==> src/rtl/zsp_pkg.sv <==
// Shared field widths, header policy encoding and the hit limit rule.
// Assumes the header layout {bunch, sensor, chip, size} fixed by the consumer.
package zsp_pkg;
    localparam int BUNCH_W   = 12;
    localparam int SENSOR_W  = 7;
    localparam int CHIP_W    = 5;
    localparam int SIZE_W    = 4;
    localparam int ID_W      = BUNCH_W + SENSOR_W + CHIP_W;
    localparam int OUT_W     = ID_W + SIZE_W;
    localparam int MAX_HITS  = 2 ** SIZE_W;
    localparam int HIT_CNT_W = SIZE_W + 1;

    typedef enum logic [1:0] {
        POL_ZERO        = 2'd0,
        POL_SIZE_ON_HIT = 2'd1,
        POL_FULL        = 2'd2,
        POL_HIT_ONLY    = 2'd3
    } policy_e;

    // Largest number of hits an event may carry under a policy and width.
    function automatic logic [HIT_CNT_W-1:0] hit_limit(policy_e p, logic wide);
        logic [HIT_CNT_W-1:0] base;
        base = wide ? HIT_CNT_W'(MAX_HITS) : HIT_CNT_W'(MAX_HITS / 2);
        return (p == POL_FULL) ? base - 1'b1 : base;
    endfunction
endpackage

==> src/rtl/zsp_hit_store.sv <==
// Hit buffer: appends hits of one crossing up to a limit, counts the ones
// that do not fit. Assumes clr and the first write of a crossing coincide.
module zsp_hit_store #(
    parameter int DEPTH   = 16,
    parameter int ENTRY_W = 13,
    parameter int CNT_W   = 5,
    parameter int DROP_W  = 16,
    localparam int IDX_W  = $clog2(DEPTH)
) (
    input  logic               clk,
    input  logic               rst_n,
    input  logic               clr,
    input  logic               wr,
    input  logic [CNT_W-1:0]   limit,
    input  logic [ENTRY_W-1:0] wr_entry,
    input  logic [IDX_W-1:0]   rd_idx,
    output logic [ENTRY_W-1:0] rd_entry,
    output logic [CNT_W-1:0]   count,
    output logic               ovf,
    output logic [DROP_W-1:0]  drop_cnt
);
    logic [ENTRY_W-1:0] mem [DEPTH];
    logic [CNT_W-1:0]   base;
    logic               room;

    assign base     = clr ? '0 : count;
    assign room     = base < limit;
    assign rd_entry = mem[rd_idx];

    // Track how many hits the current crossing holds.
    always_ff @(posedge clk) begin
        if (!rst_n)
            count <= '0;
        else if (wr && room)
            count <= base + 1'b1;
        else if (clr)
            count <= '0;
    end

    // Store an accepted hit at the next free slot.
    always_ff @(posedge clk) begin
        if (wr && room)
            mem[base[IDX_W-1:0]] <= wr_entry;
    end

    // Record hits refused for lack of room.
    always_ff @(posedge clk) begin
        if (!rst_n) begin
            ovf      <= 1'b0;
            drop_cnt <= '0;
        end else if (wr && !room) begin
            ovf <= 1'b1;
            if (drop_cnt != {DROP_W{1'b1}})
                drop_cnt <= drop_cnt + 1'b1;
        end
    end

    assert_drop_step_R8: assert property (@(posedge clk) disable iff (!rst_n)
        (drop_cnt != $past(drop_cnt)) |-> (drop_cnt == $past(drop_cnt) + 1'b1));
    assert_ovf_sticky_R8: assert property (@(posedge clk) disable iff (!rst_n)
        $past(ovf) |-> ovf);
endmodule

==> src/rtl/zsp_emitter.sv <==
// Event sender: after a scan, emits the header (if the policy asks for one)
// then the buffered hits. Assumes count and buffer stay stable while busy.
module zsp_emitter
    import zsp_pkg::*;
#(
    parameter int DEPTH   = 16,
    parameter int ENTRY_W = 13,
    parameter int CNT_W   = 5,
    localparam int IDX_W  = $clog2(DEPTH)
) (
    input  logic               clk,
    input  logic               rst_n,
    input  logic               start,
    input  policy_e            policy,
    input  logic [CNT_W-1:0]   count,
    input  logic [ID_W-1:0]    hdr_id,
    input  logic [ENTRY_W-1:0] rd_entry,
    output logic [IDX_W-1:0]   rd_idx,
    output logic               busy,
    output logic               out_valid,
    input  logic               out_ready,
    output logic [OUT_W-1:0]   out_data,
    output logic               out_hdr,
    output logic               out_size_vld,
    output logic               out_last
);
    typedef enum logic [1:0] {S_IDLE, S_HDR, S_HITS} state_e;
    state_e           state;
    logic [IDX_W-1:0] idx;
    logic [SIZE_W-1:0] size_f;
    logic             hit_last;

    assign size_f   = (policy == POL_FULL) ? SIZE_W'(count) : (count == '0) ? '0 : SIZE_W'(count - 1'b1);
    assign hit_last = (CNT_W'(idx) + 1'b1) == count;
    assign rd_idx   = idx;
    assign busy     = state != S_IDLE;

    // Drive the output word from the current state.
    always_comb begin
        out_valid    = state != S_IDLE;
        out_hdr      = state == S_HDR;
        out_size_vld = (state == S_HDR) && !(policy == POL_SIZE_ON_HIT && count == '0);
        out_data     = '0;
        out_last     = 1'b0;
        if (state == S_HDR) begin
            out_data = {hdr_id, size_f};
            out_last = count == '0;
        end else if (state == S_HITS) begin
            out_data = {{(OUT_W-ENTRY_W){1'b0}}, rd_entry};
            out_last = hit_last;
        end
    end

    // Step through header and hits as words are taken.
    always_ff @(posedge clk) begin
        if (!rst_n) begin
            state <= S_IDLE;
            idx   <= '0;
        end else begin
            case (state)
                S_IDLE: if (start && !(policy == POL_HIT_ONLY && count == '0)) state <= S_HDR;
                S_HDR: if (out_ready) begin
                    idx   <= '0;
                    state <= (count == '0) ? S_IDLE : S_HITS;
                end
                S_HITS: if (out_ready) begin
                    if (hit_last) state <= S_IDLE;
                    else          idx   <= idx + 1'b1;
                end
                default: state <= S_IDLE;
            endcase
        end
    end

    assert_hold_R9: assert property (@(posedge clk) disable iff (!rst_n)
        (out_valid && !out_ready) |=> (out_valid && $stable(out_data) && $stable(out_last) && $stable(out_hdr)));
    assert_gap_after_last_R9: assert property (@(posedge clk) disable iff (!rst_n)
        (out_valid && out_ready && out_last) |=> !out_valid);
endmodule

==> src/rtl/zs_event_packer.sv <==
// Top: scans NUM_CH samples per crossing in channel order, buffers hits
// above threshold, then sends the event. Assumes sample 0 is the first
// sample taken after reset or after the previous crossing.
module zs_event_packer
    import zsp_pkg::*;
#(
    parameter int NUM_CH  = 128,
    parameter int ADC_W   = 6,
    parameter int DROP_W  = 16,
    localparam int CH_W    = $clog2(NUM_CH),
    localparam int ENTRY_W = CH_W + ADC_W
) (
    input  logic                clk,
    input  logic                rst_n,
    input  logic                in_valid,
    output logic                in_ready,
    input  logic [ADC_W-1:0]    in_adc,
    input  logic [BUNCH_W-1:0]  bunch_id,
    input  logic [SENSOR_W-1:0] sensor_id,
    input  logic [CHIP_W-1:0]   chip_id,
    input  logic [ADC_W-1:0]    threshold,
    input  logic [1:0]          cfg_policy,
    input  logic                cfg_wide,
    output logic                out_valid,
    input  logic                out_ready,
    output logic [OUT_W-1:0]    out_data,
    output logic                out_hdr,
    output logic                out_size_vld,
    output logic                out_last,
    output logic                ovf_flag,
    output logic [DROP_W-1:0]   drop_count
);
    logic [CH_W-1:0]      chan;
    logic                 accept, first, final_s, done_q, busy;
    policy_e              pol_in, pol_q, pol_cur;
    logic                 wide_q, wide_cur;
    logic [BUNCH_W-1:0]   bunch_q;
    logic [HIT_CNT_W-1:0] limit, count;
    logic [ENTRY_W-1:0]   rd_entry;
    logic [$clog2(MAX_HITS)-1:0] rd_idx;

    assign pol_in   = (cfg_policy == 2'd0) ? POL_FULL : policy_e'(cfg_policy);
    assign in_ready = !busy && !done_q;
    assign accept   = in_valid && in_ready;
    assign first    = accept && (chan == '0);
    assign final_s  = accept && (chan == CH_W'(NUM_CH - 1));
    assign pol_cur  = first ? pol_in : pol_q;
    assign wide_cur = first ? cfg_wide : wide_q;
    assign limit    = hit_limit(pol_cur, wide_cur);

    // Count channel position within the crossing.
    always_ff @(posedge clk) begin
        if (!rst_n)
            chan <= '0;
        else if (accept)
            chan <= final_s ? '0 : chan + 1'b1;
    end

    // Capture per-crossing settings with channel 0.
    always_ff @(posedge clk) begin
        if (!rst_n) begin
            pol_q   <= POL_FULL;
            wide_q  <= 1'b0;
            bunch_q <= '0;
        end else if (first) begin
            pol_q   <= pol_in;
            wide_q  <= cfg_wide;
            bunch_q <= bunch_id;
        end
    end

    // Flag the cycle after the last sample so the sender can start.
    always_ff @(posedge clk) begin
        if (!rst_n) done_q <= 1'b0;
        else        done_q <= final_s;
    end

    zsp_hit_store #(.DEPTH(MAX_HITS), .ENTRY_W(ENTRY_W), .CNT_W(HIT_CNT_W), .DROP_W(DROP_W)) u_store (
        .clk(clk), .rst_n(rst_n), .clr(first), .wr(accept && (in_adc > threshold)),
        .limit(limit), .wr_entry({chan, in_adc}), .rd_idx(rd_idx), .rd_entry(rd_entry),
        .count(count), .ovf(ovf_flag), .drop_cnt(drop_count)
    );

    zsp_emitter #(.DEPTH(MAX_HITS), .ENTRY_W(ENTRY_W), .CNT_W(HIT_CNT_W)) u_emit (
        .clk(clk), .rst_n(rst_n), .start(done_q), .policy(pol_q), .count(count),
        .hdr_id({bunch_q, sensor_id, chip_id}), .rd_entry(rd_entry), .rd_idx(rd_idx),
        .busy(busy), .out_valid(out_valid), .out_ready(out_ready), .out_data(out_data),
        .out_hdr(out_hdr), .out_size_vld(out_size_vld), .out_last(out_last)
    );

    assert_no_input_while_sending_R10: assert property (@(posedge clk) disable iff (!rst_n)
        out_valid |-> !in_ready);
    assert_count_in_limit_R7: assert property (@(posedge clk) disable iff (!rst_n)
        (out_valid && out_hdr && out_size_vld && pol_q != POL_FULL) |-> (count != '0));
endmodule

==> config.mk <==
export PLATFORM = sky130hd
export DESIGN_NAME = zs_event_packer
export DESIGN_NICKNAME = d
export VERILOG_FILES = /design/src/rtl/zsp_pkg.sv /design/src/rtl/zsp_hit_store.sv /design/src/rtl/zsp_emitter.sv /design/src/rtl/zs_event_packer.sv
export SDC_FILE = /design/constraint.sdc
export NUM_CORES = 1
export LEC_CHECK = 0
export BUFFER_PORTS_ARGS = -buffer_cell sky130_fd_sc_hd__buf_2
export CAP_MARGIN = 20
export CORE_UTILIZATION = 60
export DETAILED_ROUTE_END_ITERATION = 8
export PLACE_DENSITY = 0.82
export SLEW_MARGIN = 25
export SYNTH_ARGS = -nofsm -noshare
export SYNTH_HDL_FRONTEND = slang
export SYNTH_SLANG_ARGS = --single-unit
==> constraint.sdc <==
create_clock -name clk -period 6 [get_ports clk]
set_clock_uncertainty 0.15 [all_clocks]
set_input_delay 0 -clock clk [delete_from_list [all_inputs] [get_ports clk]]
set_output_delay 0 -clock clk [all_outputs]
set_load 0.03 [all_outputs]
==> flow_summary.json <==
{
  "relSlewSlack": 0.3779,
  "ys_top_cells_by_count": "edfxtp_1 (208), nand2_1 (71), mux4_2 (65)",
  "synth_edf_count": 208,
  "die_h_um": 137.9,
  "die_w_um": 137.9,
  "preCtsSetupSlack_ns": 0.9153,
  "routed_wl_mm": 27.58,
  "clkSinkCount": 263,
  "clkTransAtPathRegs_ns": 0.07,
  "ys_types": 48,
  "cp_slowest_stage_delay_ns": 0.75,
  "globalRouteOverflowTotal": 0,
  "ys_seq_area_frac": 0.6628,
  "outcome": "completed",
  "cap_viol_max_count": 0,
  "clk_latency_ns": 0.52,
  "cts_resized": 0,
  "dr.pass1.iters": 6,
  "path_delay_family": "simple AND/OR/NAND/NOR gates",
  "vias": 7117,
  "syn_area_sq_mm": 0.01108,
  "synth_area_per_cell_sq_um": 15.39,
  "portBuffers": 92,
  "synth_area_leaders": "edfxtp_1 (56%), mux4_2 (13%), dfxtp_1 (9.9%)",
  "critical_path.endpoint_type": "register",
  "hold_buffers": 26,
  "async_flop_share": 0,
  "drive_above_1_share": 0.2748,
  "fin_setup_tns_ns": 0,
  "cts_tree": "built",
  "drtAntennaViolNets": 0,
  "drv_slew": 0,
  "finalSetupViolCount": 0,
  "power_density_mw_per_mm2": 289.8,
  "cp_slowest_cell": "nor2_2",
  "reg2regPathDepth": 15,
  "h-tree-depth": 1,
  "area_delta_synth_final_pct": 17.29,
  "syn_nets": 784,
  "fin_crit_ns": 5.316,
  "synthFlopType": "edfxtp_1",
  "design.die.area_sq_mm": 0.01902,
  "dp_hpwl_mm": 16.56,
  "critical_path_class": "reg2reg",
  "timing.final.crit_share": 0.8859,
  "path_buf_inv": 3,
  "drc": 0,
  "track_usage": 0.2917,
  "drtIter0Drc": 716,
  "hold_viol": 0,
  "initial_core_util": 0.6150,
  "syn_inst": 720,
  "ios": 93,
  "worst_slack_ns": 0.6843,
  "final_nets": 912,
  "worstPathArrival_ns": 5.30,
  "crit_start": "chan[1]",
  "rr_startpoint": "chan[1]",
  "post-synth-top-count-cell": "edfxtp_1",
  "synth_top_area_frac": 0.5635,
  "place.gp.congestion": 0.9132,
  "grt_max_degree": 53,
  "yosysWarnings": 0,
  "max_freq_ghz": 0.1881,
  "grt_setup_unrepaired": "no",
  "viasPerCell": 6.494,
  "core_area_sq_mm": 0.01802,
  "post_cts_buffers": 0,
  "ys_ff_latch": 263,
  "final_core_util": 0.7213,
  "num_rows": 49,
  "cts_buffer_depth": 3,
  "startpoint_type": "register",
  "path_depth": 15,
  "required_ns": 5.98,
  "finalNonFillerCells": 1096,
  "cp_common_cell": "ha_1",
  "reg2reg_slack_ns": 0.68,
  "grt_pass1_wl_mm": 39.72,
  "clock-root-buffer": "clkbuf_16",
  "crit_path_end": "u_store.mem[13][1]",
  "grt_pass1_vias": 6767,
  "hold_class": "in2reg",
  "place_inst": 1023,
  "fill_cells": 1067,
  "yosysTopAreaCell": "edfxtp_1",
  "p_leak_nw": 4.501,
  "worst_r2r_endpoint": "u_store.mem[13][1]",
  "numCtsBuffers": 25,
  "wl_per_cell_um": 25.16,
  "worst_pin_slew_ns": 0.9321,
  "cp_max_fo": 18,
  "antenna_found_initial": 1,
  "path_cells": "inv_1 > ha_1 > nor4b_1 > nand3_1 > buf_4 > a21oi_1 > ha_1 > inv_1 > ha_1 > a21oi_1 > o21a_1 > o31ai_1 > nor2_1 > nand2_1 > nor2_2",
  "vdd_ir_drop_max_mv": 0.2119
}
[per-layer routing]
layer | up-vias | global-route usage | wire length (um)
met1 | 3562 | 0.3858 | 10450
met2 | 442 | 0.4897 | 13680
met4 | 0 | 0.1093 | 1095
li1 | 3028 | - | -
met3 | 85 | 0.04569 | 2351
met5 | - | 0 | 0
[report_power, final]
group          internal (mW)  total (mW)  switching [mW]
registers               1.97        1.99          0.0143
clock network          0.939        1.63           0.690
logic                 0.0590       0.152          0.0934
[layout make-up]
cell class | instances | area (sq um) | area share
flip-flops and latches | 263 | 7353 | 0.5656
multi-input cells | 395 | 3540 | 0.2723
repair buffers | 136 | 875.8 | 0.06737
clock buffers | 25 | 625.6 | 0.04812
well taps | 229 | 286.5 | 0.02204
clock inverters | 20 | 216.5 | 0.01665
inverters | 27 | 101.3 | 0.007795
diodes | 1 | 2.502 | 0.0001925
[placed cells by master, fill, tap and decap left out, types with 10 or more instances in the layout]
master / synthesis / layout
ha_1: 21 / 21
dfxtp_1: 55 / 52
inv_1: 26 / 25
nand4_1: 12 / 12
and2_1: 19 / 19
a21oi_1: 29 / 29
edfxtp_1: 208 / 208
nand3_1: 19 / 19
o21ai_0: 13 / 13
clkbuf_16: 0 / 25
buf_4: 1 / 17
nand2_1: 71 / 71
nor2_1: 40 / 37
dlygate4sd3_1: 0 / 26
buf_2: 0 / 92
xnor2_1: 10 / 10
mux4_2: 65 / 65
[logic make-up after synthesis]
family / Yosys count / synth area share
xor gates and xnor gates: 20 / 0.01704
and+or+nand+nor: 208 / 0.09245
buffers and inverters: 62 / 0.02269
DFF: 263 / 0.6628
AOI/OAI and AO/OA: 73 / 0.04177
muxes: 73 / 0.1395
adders and majority gates: 21 / 0.02370
[metrics by stage]
stage          power (mW)  cell area, sq um  hold slack, ns
2_1_floorplan       2.097             11080        -0.05113
3_3_place_gp        2.147             11850         0.09192
3_5_place_dp        2.157             11860         0.09670
4_1_cts             3.757             12960          0.1107
5_1_grt             3.855             13000          0.1526
6_report            3.768             13000          0.1315
[worst min path at each step]
stage | startpoint | endpoint | slack [ns] | cells past startpoint
after floorplan | in_adc[0] | u_store.mem[0][0] | -0.05 | 0
after global placement | bunch_id[11] | bunch_q[11] | 0.09 | 3
after detailed placement | bunch_id[7] | bunch_q[7] | 0.1 | 3
after CTS | bunch_id[5] | bunch_q[5] | 0.11 | 4
after global routing | bunch_id[5] | bunch_q[5] | 0.15 | 4
final | bunch_id[11] | bunch_q[11] | 0.13 | 4
[tightest hold or removal path: stages]
cell           delay (ns)
dlygate4sd3_1        0.54
buf_2                0.12
nand2_1              0.05
a21oi_1              0.05
[sequential cells by signal, summed over array words and instances (netlist names), named ones only]
signal and flops:
u_store.mem 208, u_store.drop_cnt 16, bunch_q 12, chan 7, u_store.count 5, u_emit.rd_idx 4
pol_q 2, u_emit.state 2, done_q 1, u_store.ovf 1, wide_q 1
Power figures use the tool's default switching activity.
